[config.mk]
export PLATFORM = sky130hd
export DESIGN_NAME = mux_addr_seq
export DESIGN_NICKNAME = d
export VERILOG_FILES = /design/src/rtl/mseq_pkg.sv /design/src/rtl/mseq_pace.sv /design/src/rtl/mseq_addr.sv /design/src/rtl/mseq_ctrl.sv /design/src/rtl/mux_addr_seq.sv
export SDC_FILE = /design/constraint.sdc
export NUM_CORES = 1
export LEC_CHECK = 0
export BUFFER_PORTS_ARGS = -buffer_cell sky130_fd_sc_hd__buf_4
export CAP_MARGIN = 20
export CORE_AREA = 10 10 96 141
export DETAILED_ROUTE_END_ITERATION = 10
export DIE_AREA = 0 0 106 151
export GPL_ROUTABILITY_DRIVEN = 0
export PLACE_DENSITY_LB_ADDON = 0.05
export RECOVER_POWER = 50
export SKIP_CTS_REPAIR_TIMING = 1
export SLEW_MARGIN = 20
export SYNTH_ARGS = -nofsm -noshare
export SYNTH_HDL_FRONTEND = slang
export SYNTH_SLANG_ARGS = --single-unit
[constraint.sdc]
create_clock -name clk -period 3 [get_ports clk]
set_clock_uncertainty 0.05 [all_clocks]
set_input_delay 0.75 -clock clk [delete_from_list [all_inputs] [get_ports clk]]
set_output_delay 0.75 -clock clk [all_outputs]
set_load 0.01 [all_outputs]
[src/rtl/mseq_pkg.sv]
package mseq_pkg;
  typedef enum logic [1:0] {
    MODE_RAND  = 2'b00,
    MODE_SEQ   = 2'b01,
    MODE_DWELL = 2'b10,
    MODE_BAD   = 2'b11
  } seq_mode_t;

  typedef enum logic [1:0] {
    ST_IDLE  = 2'b00,
    ST_ARMED = 2'b01,
    ST_WAIT  = 2'b10
  } seq_state_t;
endpackage

[src/rtl/mseq_pace.sv]
module mseq_pace #(
  parameter int DIV_W  = 16,
  parameter int SYNC_N = 2
) (
  input  logic             clk,
  input  logic             rst,
  input  logic             run,
  input  logic             ext_sel,
  input  logic [DIV_W-1:0] div_limit,
  input  logic             ext_pace,
  output logic             tick
);
  logic [DIV_W-1:0]  cnt;
  logic              int_tick;
  logic [SYNC_N-1:0] sync_q;
  logic              ext_prev;
  logic              ext_tick;

  // internal divider: one tick every div_limit+1 cycles while running
  always_ff @(posedge clk) begin
    if (rst || !run) begin
      cnt      <= '0;
      int_tick <= 1'b0;
    end else if (cnt >= div_limit) begin
      cnt      <= '0;
      int_tick <= 1'b1;
    end else begin
      cnt      <= cnt + 1'b1;
      int_tick <= 1'b0;
    end
  end

  // external input: synchroniser chain then rising-edge detect
  always_ff @(posedge clk) begin
    if (rst) begin
      sync_q   <= '0;
      ext_prev <= 1'b0;
    end else begin
      sync_q   <= {sync_q[SYNC_N-2:0], ext_pace};
      ext_prev <= sync_q[SYNC_N-1];
    end
  end

  assign ext_tick = run & sync_q[SYNC_N-1] & ~ext_prev;
  assign tick     = ext_sel ? ext_tick : int_tick;

  // the internal tick is never set while the divider is stopped
  p_int_tick_needs_run_r5: assert property (@(posedge clk) disable iff (rst)
    (!run) |=> !int_tick);
endmodule

[src/rtl/mseq_addr.sv]
module mseq_addr
  import mseq_pkg::*;
#(
  parameter int ADDR_W = 10,
  parameter int NUM_CH = 1000
) (
  input  logic              clk,
  input  logic              rst,
  input  logic              load,
  input  seq_mode_t         mode_in,
  input  seq_mode_t         run_mode,
  input  logic [ADDR_W-1:0] seq_first,
  input  logic [ADDR_W-1:0] seq_last,
  input  logic [ADDR_W-1:0] dwell_ch,
  input  logic [ADDR_W-1:0] rand_ch,
  input  logic              advance,
  output logic [ADDR_W-1:0] sel_addr,
  output logic              cfg_ok,
  output logic              rand_ok
);
  localparam logic [ADDR_W-1:0] LAST_CH = ADDR_W'(NUM_CH - 1);

  logic [ADDR_W-1:0] first_q, last_q, dwell_q, next_seq;
  logic              wrap;

  always_comb begin
    unique case (mode_in)
      MODE_RAND:  cfg_ok = 1'b1;
      MODE_SEQ:   cfg_ok = (seq_first <= LAST_CH);
      MODE_DWELL: cfg_ok = (dwell_ch <= LAST_CH);
      default:    cfg_ok = 1'b0;
    endcase
  end

  assign rand_ok = (rand_ch <= LAST_CH);
  assign wrap    = (next_seq == last_q) || (next_seq == LAST_CH);

  always_comb begin
    unique case (run_mode)
      MODE_RAND:  sel_addr = rand_ch;
      MODE_SEQ:   sel_addr = next_seq;
      MODE_DWELL: sel_addr = dwell_q;
      default:    sel_addr = '0;
    endcase
  end

  always_ff @(posedge clk) begin
    if (rst) begin
      first_q  <= '0;
      last_q   <= '0;
      dwell_q  <= '0;
      next_seq <= '0;
    end else if (load) begin
      first_q  <= seq_first;
      last_q   <= seq_last;
      dwell_q  <= dwell_ch;
      next_seq <= seq_first;
    end else if (advance && run_mode == MODE_SEQ) begin
      next_seq <= wrap ? first_q : next_seq + 1'b1;
    end
  end

  // the sequential pointer stays within the channel range
  p_seq_in_range_r4: assert property (@(posedge clk) disable iff (rst)
    (run_mode == MODE_SEQ) |-> (next_seq <= LAST_CH));
endmodule

[src/rtl/mseq_ctrl.sv]
module mseq_ctrl
  import mseq_pkg::*;
#(
  parameter int ADDR_W = 10,
  parameter int DATA_W = 12,
  parameter int NUM_CH = 1000,
  parameter int LOW_CH = 500
) (
  input  logic              clk,
  input  logic              rst,
  input  logic              cmd_start,
  input  logic              cmd_stop,
  input  seq_mode_t         mode_sel,
  input  logic              cfg_ok,
  input  logic              rand_req,
  input  logic              rand_ok,
  input  logic              tick,
  input  logic [ADDR_W-1:0] sel_addr,
  input  logic              conv_done,
  input  logic [DATA_W-1:0] conv_data,
  input  logic              conv_ovr,
  output seq_mode_t         run_mode,
  output logic              load,
  output logic              advance,
  output logic              run,
  output logic              busy,
  output logic [ADDR_W-1:0] ch_addr,
  output logic              ch_high,
  output logic              addr_strobe,
  output logic [DATA_W-1:0] res_data,
  output logic              res_sign,
  output logic              res_ovr,
  output logic [ADDR_W-1:0] res_addr,
  output logic              res_ready
);
  localparam logic [ADDR_W-1:0] HIGH_BASE = ADDR_W'(LOW_CH);
  localparam logic [ADDR_W-1:0] LAST_CH   = ADDR_W'(NUM_CH - 1);

  seq_state_t state;
  logic       stop_pend;
  logic       stop_now;
  logic       trigger;

  assign stop_now = cmd_stop | stop_pend;
  assign load     = (state == ST_IDLE) & cmd_start & cfg_ok;
  assign busy     = (state != ST_IDLE);
  assign run      = busy;

  always_comb begin
    trigger = 1'b0;
    if (state == ST_ARMED && !stop_now) begin
      unique case (run_mode)
        MODE_RAND:  trigger = rand_req & rand_ok;
        MODE_SEQ:   trigger = tick;
        MODE_DWELL: trigger = 1'b1;
        default:    trigger = 1'b0;
      endcase
    end
  end
  assign advance = trigger;

  always_ff @(posedge clk) begin
    if (rst) begin
      state       <= ST_IDLE;
      run_mode    <= MODE_RAND;
      stop_pend   <= 1'b0;
      ch_addr     <= '0;
      ch_high     <= 1'b0;
      addr_strobe <= 1'b0;
      res_data    <= '0;
      res_sign    <= 1'b0;
      res_ovr     <= 1'b0;
      res_addr    <= '0;
      res_ready   <= 1'b0;
    end else begin
      addr_strobe <= 1'b0;
      res_ready   <= 1'b0;
      unique case (state)
        ST_IDLE: begin
          stop_pend <= 1'b0;
          if (load) begin
            run_mode <= mode_sel;
            state    <= ST_ARMED;
          end
        end
        ST_ARMED: begin
          if (stop_now) begin
            stop_pend <= 1'b0;
            state     <= ST_IDLE;
          end else if (trigger) begin
            ch_addr     <= sel_addr;
            ch_high     <= (sel_addr >= HIGH_BASE);
            addr_strobe <= 1'b1;
            state       <= ST_WAIT;
          end
        end
        ST_WAIT: begin
          if (cmd_stop) stop_pend <= 1'b1;
          if (conv_done) begin
            res_data  <= conv_data;
            res_sign  <= conv_data[DATA_W-1];
            res_ovr   <= conv_ovr;
            res_addr  <= ch_addr;
            res_ready <= 1'b1;
            if (stop_now) begin
              stop_pend <= 1'b0;
              state     <= ST_IDLE;
            end else begin
              state <= ST_ARMED;
            end
          end
        end
        default: state <= ST_IDLE;
      endcase
    end
  end

  // a ready pulse is always the answer to a converter done
  p_ready_after_done_r9: assert property (@(posedge clk) disable iff (rst)
    res_ready |-> $past(conv_done));
  // bank flag agrees with the address it travels with
  p_bank_match_r8: assert property (@(posedge clk) disable iff (rst)
    addr_strobe |-> (ch_high == (ch_addr >= HIGH_BASE)));
  // a strobed address is always a real channel
  p_addr_range_r3: assert property (@(posedge clk) disable iff (rst)
    addr_strobe |-> (ch_addr <= LAST_CH));
  // never two strobes in a row
  p_one_outstanding_r11: assert property (@(posedge clk) disable iff (rst)
    addr_strobe |=> !addr_strobe);
  // no strobe while idle
  p_idle_quiet_r10: assert property (@(posedge clk) disable iff (rst)
    !busy |-> !addr_strobe);
  // a dwell result belongs to the channel still on the address lines
  p_dwell_same_r7: assert property (@(posedge clk) disable iff (rst)
    (res_ready && run_mode == MODE_DWELL) |-> (res_addr == ch_addr));
endmodule

[src/rtl/mux_addr_seq.sv]
module mux_addr_seq
  import mseq_pkg::*;
#(
  parameter int NUM_CH = 1000,
  parameter int LOW_CH = 500,
  parameter int ADDR_W = 10,
  parameter int DATA_W = 12,
  parameter int DIV_W  = 16,
  parameter int SYNC_N = 2
) (
  input  logic              clk,
  input  logic              rst,
  input  logic              cmd_start,
  input  logic              cmd_stop,
  input  logic [1:0]        mode_sel,
  input  logic [ADDR_W-1:0] seq_first,
  input  logic [ADDR_W-1:0] seq_last,
  input  logic [ADDR_W-1:0] dwell_ch,
  input  logic [ADDR_W-1:0] rand_ch,
  input  logic              rand_req,
  input  logic              ext_sel,
  input  logic [DIV_W-1:0]  div_limit,
  input  logic              ext_pace,
  input  logic              conv_done,
  input  logic [DATA_W-1:0] conv_data,
  input  logic              conv_ovr,
  output logic              busy,
  output logic [ADDR_W-1:0] ch_addr,
  output logic              ch_high,
  output logic              addr_strobe,
  output logic [DATA_W-1:0] res_data,
  output logic              res_sign,
  output logic              res_ovr,
  output logic [ADDR_W-1:0] res_addr,
  output logic              res_ready
);
  seq_mode_t         mode_in, run_mode;
  logic              load, advance, run, tick, cfg_ok, rand_ok;
  logic [ADDR_W-1:0] sel_addr;

  assign mode_in = seq_mode_t'(mode_sel);

  mseq_pace #(.DIV_W(DIV_W), .SYNC_N(SYNC_N)) u_pace (
    .clk(clk), .rst(rst), .run(run), .ext_sel(ext_sel),
    .div_limit(div_limit), .ext_pace(ext_pace), .tick(tick)
  );

  mseq_addr #(.ADDR_W(ADDR_W), .NUM_CH(NUM_CH)) u_addr (
    .clk(clk), .rst(rst), .load(load), .mode_in(mode_in), .run_mode(run_mode),
    .seq_first(seq_first), .seq_last(seq_last), .dwell_ch(dwell_ch),
    .rand_ch(rand_ch), .advance(advance), .sel_addr(sel_addr),
    .cfg_ok(cfg_ok), .rand_ok(rand_ok)
  );

  mseq_ctrl #(.ADDR_W(ADDR_W), .DATA_W(DATA_W), .NUM_CH(NUM_CH), .LOW_CH(LOW_CH)) u_ctrl (
    .clk(clk), .rst(rst), .cmd_start(cmd_start), .cmd_stop(cmd_stop),
    .mode_sel(mode_in), .cfg_ok(cfg_ok), .rand_req(rand_req), .rand_ok(rand_ok),
    .tick(tick), .sel_addr(sel_addr), .conv_done(conv_done),
    .conv_data(conv_data), .conv_ovr(conv_ovr), .run_mode(run_mode),
    .load(load), .advance(advance), .run(run), .busy(busy),
    .ch_addr(ch_addr), .ch_high(ch_high), .addr_strobe(addr_strobe),
    .res_data(res_data), .res_sign(res_sign), .res_ovr(res_ovr),
    .res_addr(res_addr), .res_ready(res_ready)
  );
endmodule

==> flow_metrics.env <==
export IMPL_status="completed"
export IMPL_timing_rr_start="u_addr.next_seq[7]"
export IMPL_rows=47
export IMPL_crit_required_ps=3190
export IMPL_fmaxAchievable_mhz=419
export IMPL_num_io_pins=117
export IMPL_synth_largest_area_cell="dfxtp_1"
export IMPL_finalCriticalPeriod_ps=2390
export IMPL_dr_pass1_iters=5
export IMPL_diodes=0
export IMPL_yosysWarnings=0
export IMPL_core_um2=10900
export IMPL_critPathArrivalTime_ps=2580
export IMPL_critPathLaunchType="primary input"
export IMPL_antenna_found_initial=0
export IMPL_htreeDepth=3
export IMPL_drtAntennaViolNets=0
export IMPL_stdcell_count=853
export IMPL_drt_iter0_drc=199
export IMPL_crit_path_max_incr_delay_ps=820
export IMPL_die_x_um=106
export IMPL_synth_seq_area_share_pct=41.7
export IMPL_place_area_um2=5830
export IMPL_cp_slowest_cell="clkbuf_1"
export IMPL_fin_crit_sh_pct=79.5
export IMPL_avgSynthCellArea_um2=8.09
export IMPL_hpwlAfterDp_um=10700
export IMPL_clk_latency_ps=350
export IMPL_syn_area_um2=4850
export IMPL_cts_tree="done"
export IMPL_numCtsBuffers=9
export IMPL_syn_nets=696
export IMPL_hold_path_class="register to register"
export IMPL_critPathLaunch="rst"
export IMPL_first_global_vias=4426
export IMPL_ys_flop_type="dfxtp_1"
export IMPL_synth_cell_types=56
export IMPL_drv_slew=0
export IMPL_grt_pass1_wl_um=21700
export IMPL_async_reset_ff_share_pct=0
export IMPL_maxCapViolCount=0
export IMPL_power_leakage_nw=2.33
export IMPL_synth_top_area_share_pct=41.7
export IMPL_wl_um=13700
export IMPL_setup_viol=0
export IMPL_dieArea_um2=16000
export IMPL_numPortBuffers=116
export IMPL_grt_overflow=0
export IMPL_grt_max_degree=38
export IMPL_drive_gt1_share_pct=16.9
export IMPL_hold_start="u_ctrl.res_data[6]"
export IMPL_cts_root_buf="clkbuf_16"
export IMPL_vias_per_cell=5.26
export IMPL_power_density_nw_per_um2=493
export IMPL_cts_sinks=101
export IMPL_slew_headroom_pct=24.1
export IMPL_stdcell_area_um2=5970
export IMPL_final_hold_violation_count=0
export IMPL_postSynthCellCount=599
export IMPL_ys_ff_latch=101
export IMPL_worstSetupPathType="primary input to register"
export IMPL_placed_cells=838
export IMPL_tns_ps=0
export IMPL_drcViolationCount=0
export IMPL_layout_nets=799
export IMPL_worst_slew_pin_slew_ps=1140
export IMPL_worstPathCellList="clkbuf_1 > clkbuf_2 > nor2_1 > a31o_1"
export IMPL_dr_total_vias=4485
export IMPL_holdWs_ps=402
export IMPL_rsz0062_at_grt="false"
export IMPL_synthTopCellsByArea="dfxtp_1, nand2_1, a21oi_1, ha_1, xor2_1"
export IMPL_cts_clk_slew_worst_paths_ps=70
export IMPL_ir_drop_mv=0.238
export IMPL_track_usage_pct=16.8
export IMPL_fp_dieH_um=151
export IMPL_wl_per_cell_um=16.1
export IMPL_syn_to_final_growth_pct=23.3
export IMPL_crit_path_end_kind="register"
export IMPL_cp_num_buf_inv=2
export IMPL_cts_buffer_depth=2
export IMPL_initial_core_util_pct=44.3
export IMPL_synth_edf_count=0
export IMPL_worstPathMaxFanout=31
export IMPL_crit_family="buffers and inverters"
worst paths after layout:
path                              to  slack, ps  depth (start not counted)
setup / recovery  u_addr.next_seq[4]        610                          4
hold reg to reg   u_ctrl.res_data[6]        400                          2
setup reg to reg  u_addr.next_seq[4]        700                          6
hold / removal    u_ctrl.res_data[6]        400                          2
power by group:
group	internal (W)	switching (W)	leakage, nW	total (W)
Combinational	0.000168	0.000198	1.37	0.000367
Sequential	0.00139	0.0000459	0.821	0.00143
Clock	0.000642	0.000503	0.138	0.00114
through the flow:
step | power [W] | setup WS, ps | util (%)
2_1_floorplan | 0.00167 | 532 | -
4_1_cts | 0.00299 | 662 | 56.0
3_5_place_dp | 0.00184 | 312 | 53.3
3_3_place_gp | 0.00183 | 347 | 53.3
6_report | 0.00294 | 614 | 54.6
5_1_grt | 0.00308 | 438 | 54.6
flip-flops by register name (all words and copies together), names as in the netlist, 2 cells and up:
| register | flops |
|---|---|
| u_addr.dwell_q | 10 |
| u_ctrl.run_mode | 2 |
| u_ctrl.ch_addr | 10 |
| u_ctrl.res_data | 11 |
| u_ctrl.res_addr | 10 |
| u_pace.cnt | 16 |
| u_pace.sync_q | 2 |
| u_ctrl.state | 2 |
| u_addr.next_seq | 10 |
| u_addr.last_q | 10 |
| u_addr.first_q | 10 |
cells in the mapped netlist, drive strengths merged, types with 2 or more instances:
| cell type | n |
|---|---|
| nand2 | 137 |
| dfxtp | 101 |
| a21oi | 69 |
| nor2 | 34 |
| clkbuf | 24 |
| inv | 22 |
| xor2 | 22 |
| nor3 | 19 |
| ha | 18 |
| buf | 15 |
| mux2i | 15 |
| nand4 | 13 |
| o21ai | 13 |
| nand3 | 11 |
| a211oi | 10 |
| a31oi | 9 |
| nor2b | 7 |
| xnor2 | 6 |
| and3 | 5 |
| a2111oi | 4 |
| a2bb2oi | 3 |
| nor4 | 3 |
| o211ai | 3 |
| o21bai | 3 |
| o22ai | 3 |
| o2bb2ai | 3 |
| a211o | 2 |
| a21boi | 2 |
| and2 | 2 |
| nand2b | 2 |
| nor3b | 2 |
| o21a | 2 |
| or3 | 2 |
cell families after synthesis:
kind of cell             count (synthesis)  synth area share (%)
flip-flops                             101                  41.7
AO/OA/AOI/OAI                          134                  17.3
AND/OR/NAND/NOR                        242                  22.4
XOR/XNOR                                28                  5.06
buffers and inverters                   61                  5.81
multiplexers                            15                  3.10
adder cells (fa/ha/maj)                 18                  4.65
metal layers:
layer / track usage [%] / vias up / wire length (um)
li1: - / 2258 / -
met5: 0 / - / 0
met3: 5.15 / 27 / 769
met4: 8.63 / 0 / 475
met1: 17.0 / 2081 / 5350
met2: 30.3 / 119 / 7100
placed cells by master (no fill, tap or decap), drive strengths merged, types with 7 or more instances in the layout:
cell type    n
nand2      137
dfxtp      101
buf         90
a21oi       69
clkbuf      50
nor2        34
inv         23
xor2        22
nor3        19
ha          18
mux2i       15
o21ai       13
nand4       13
nand3       11
a211oi      10
a31oi        9
nor2b        7
final cells by class:
cell class              count  area, um2
fillers                  1130       4960
flip-flops and latches    101       2020
well taps                 147        184
repair buffers            131        848
multi-input cells         437       2550
inverters                  22       82.6
clock buffers               9        225
clock inverters             6       63.8
worst register-to-register path, stage by stage (launching register included):
cell and delay [ps]:
dfxtp_1 510, xor2_1 110, nor4_1 370, nand4_2 340
and2_4 310, or3_1 320, a31o_1 180
Note: power is estimated with default switching activity, not from simulation.
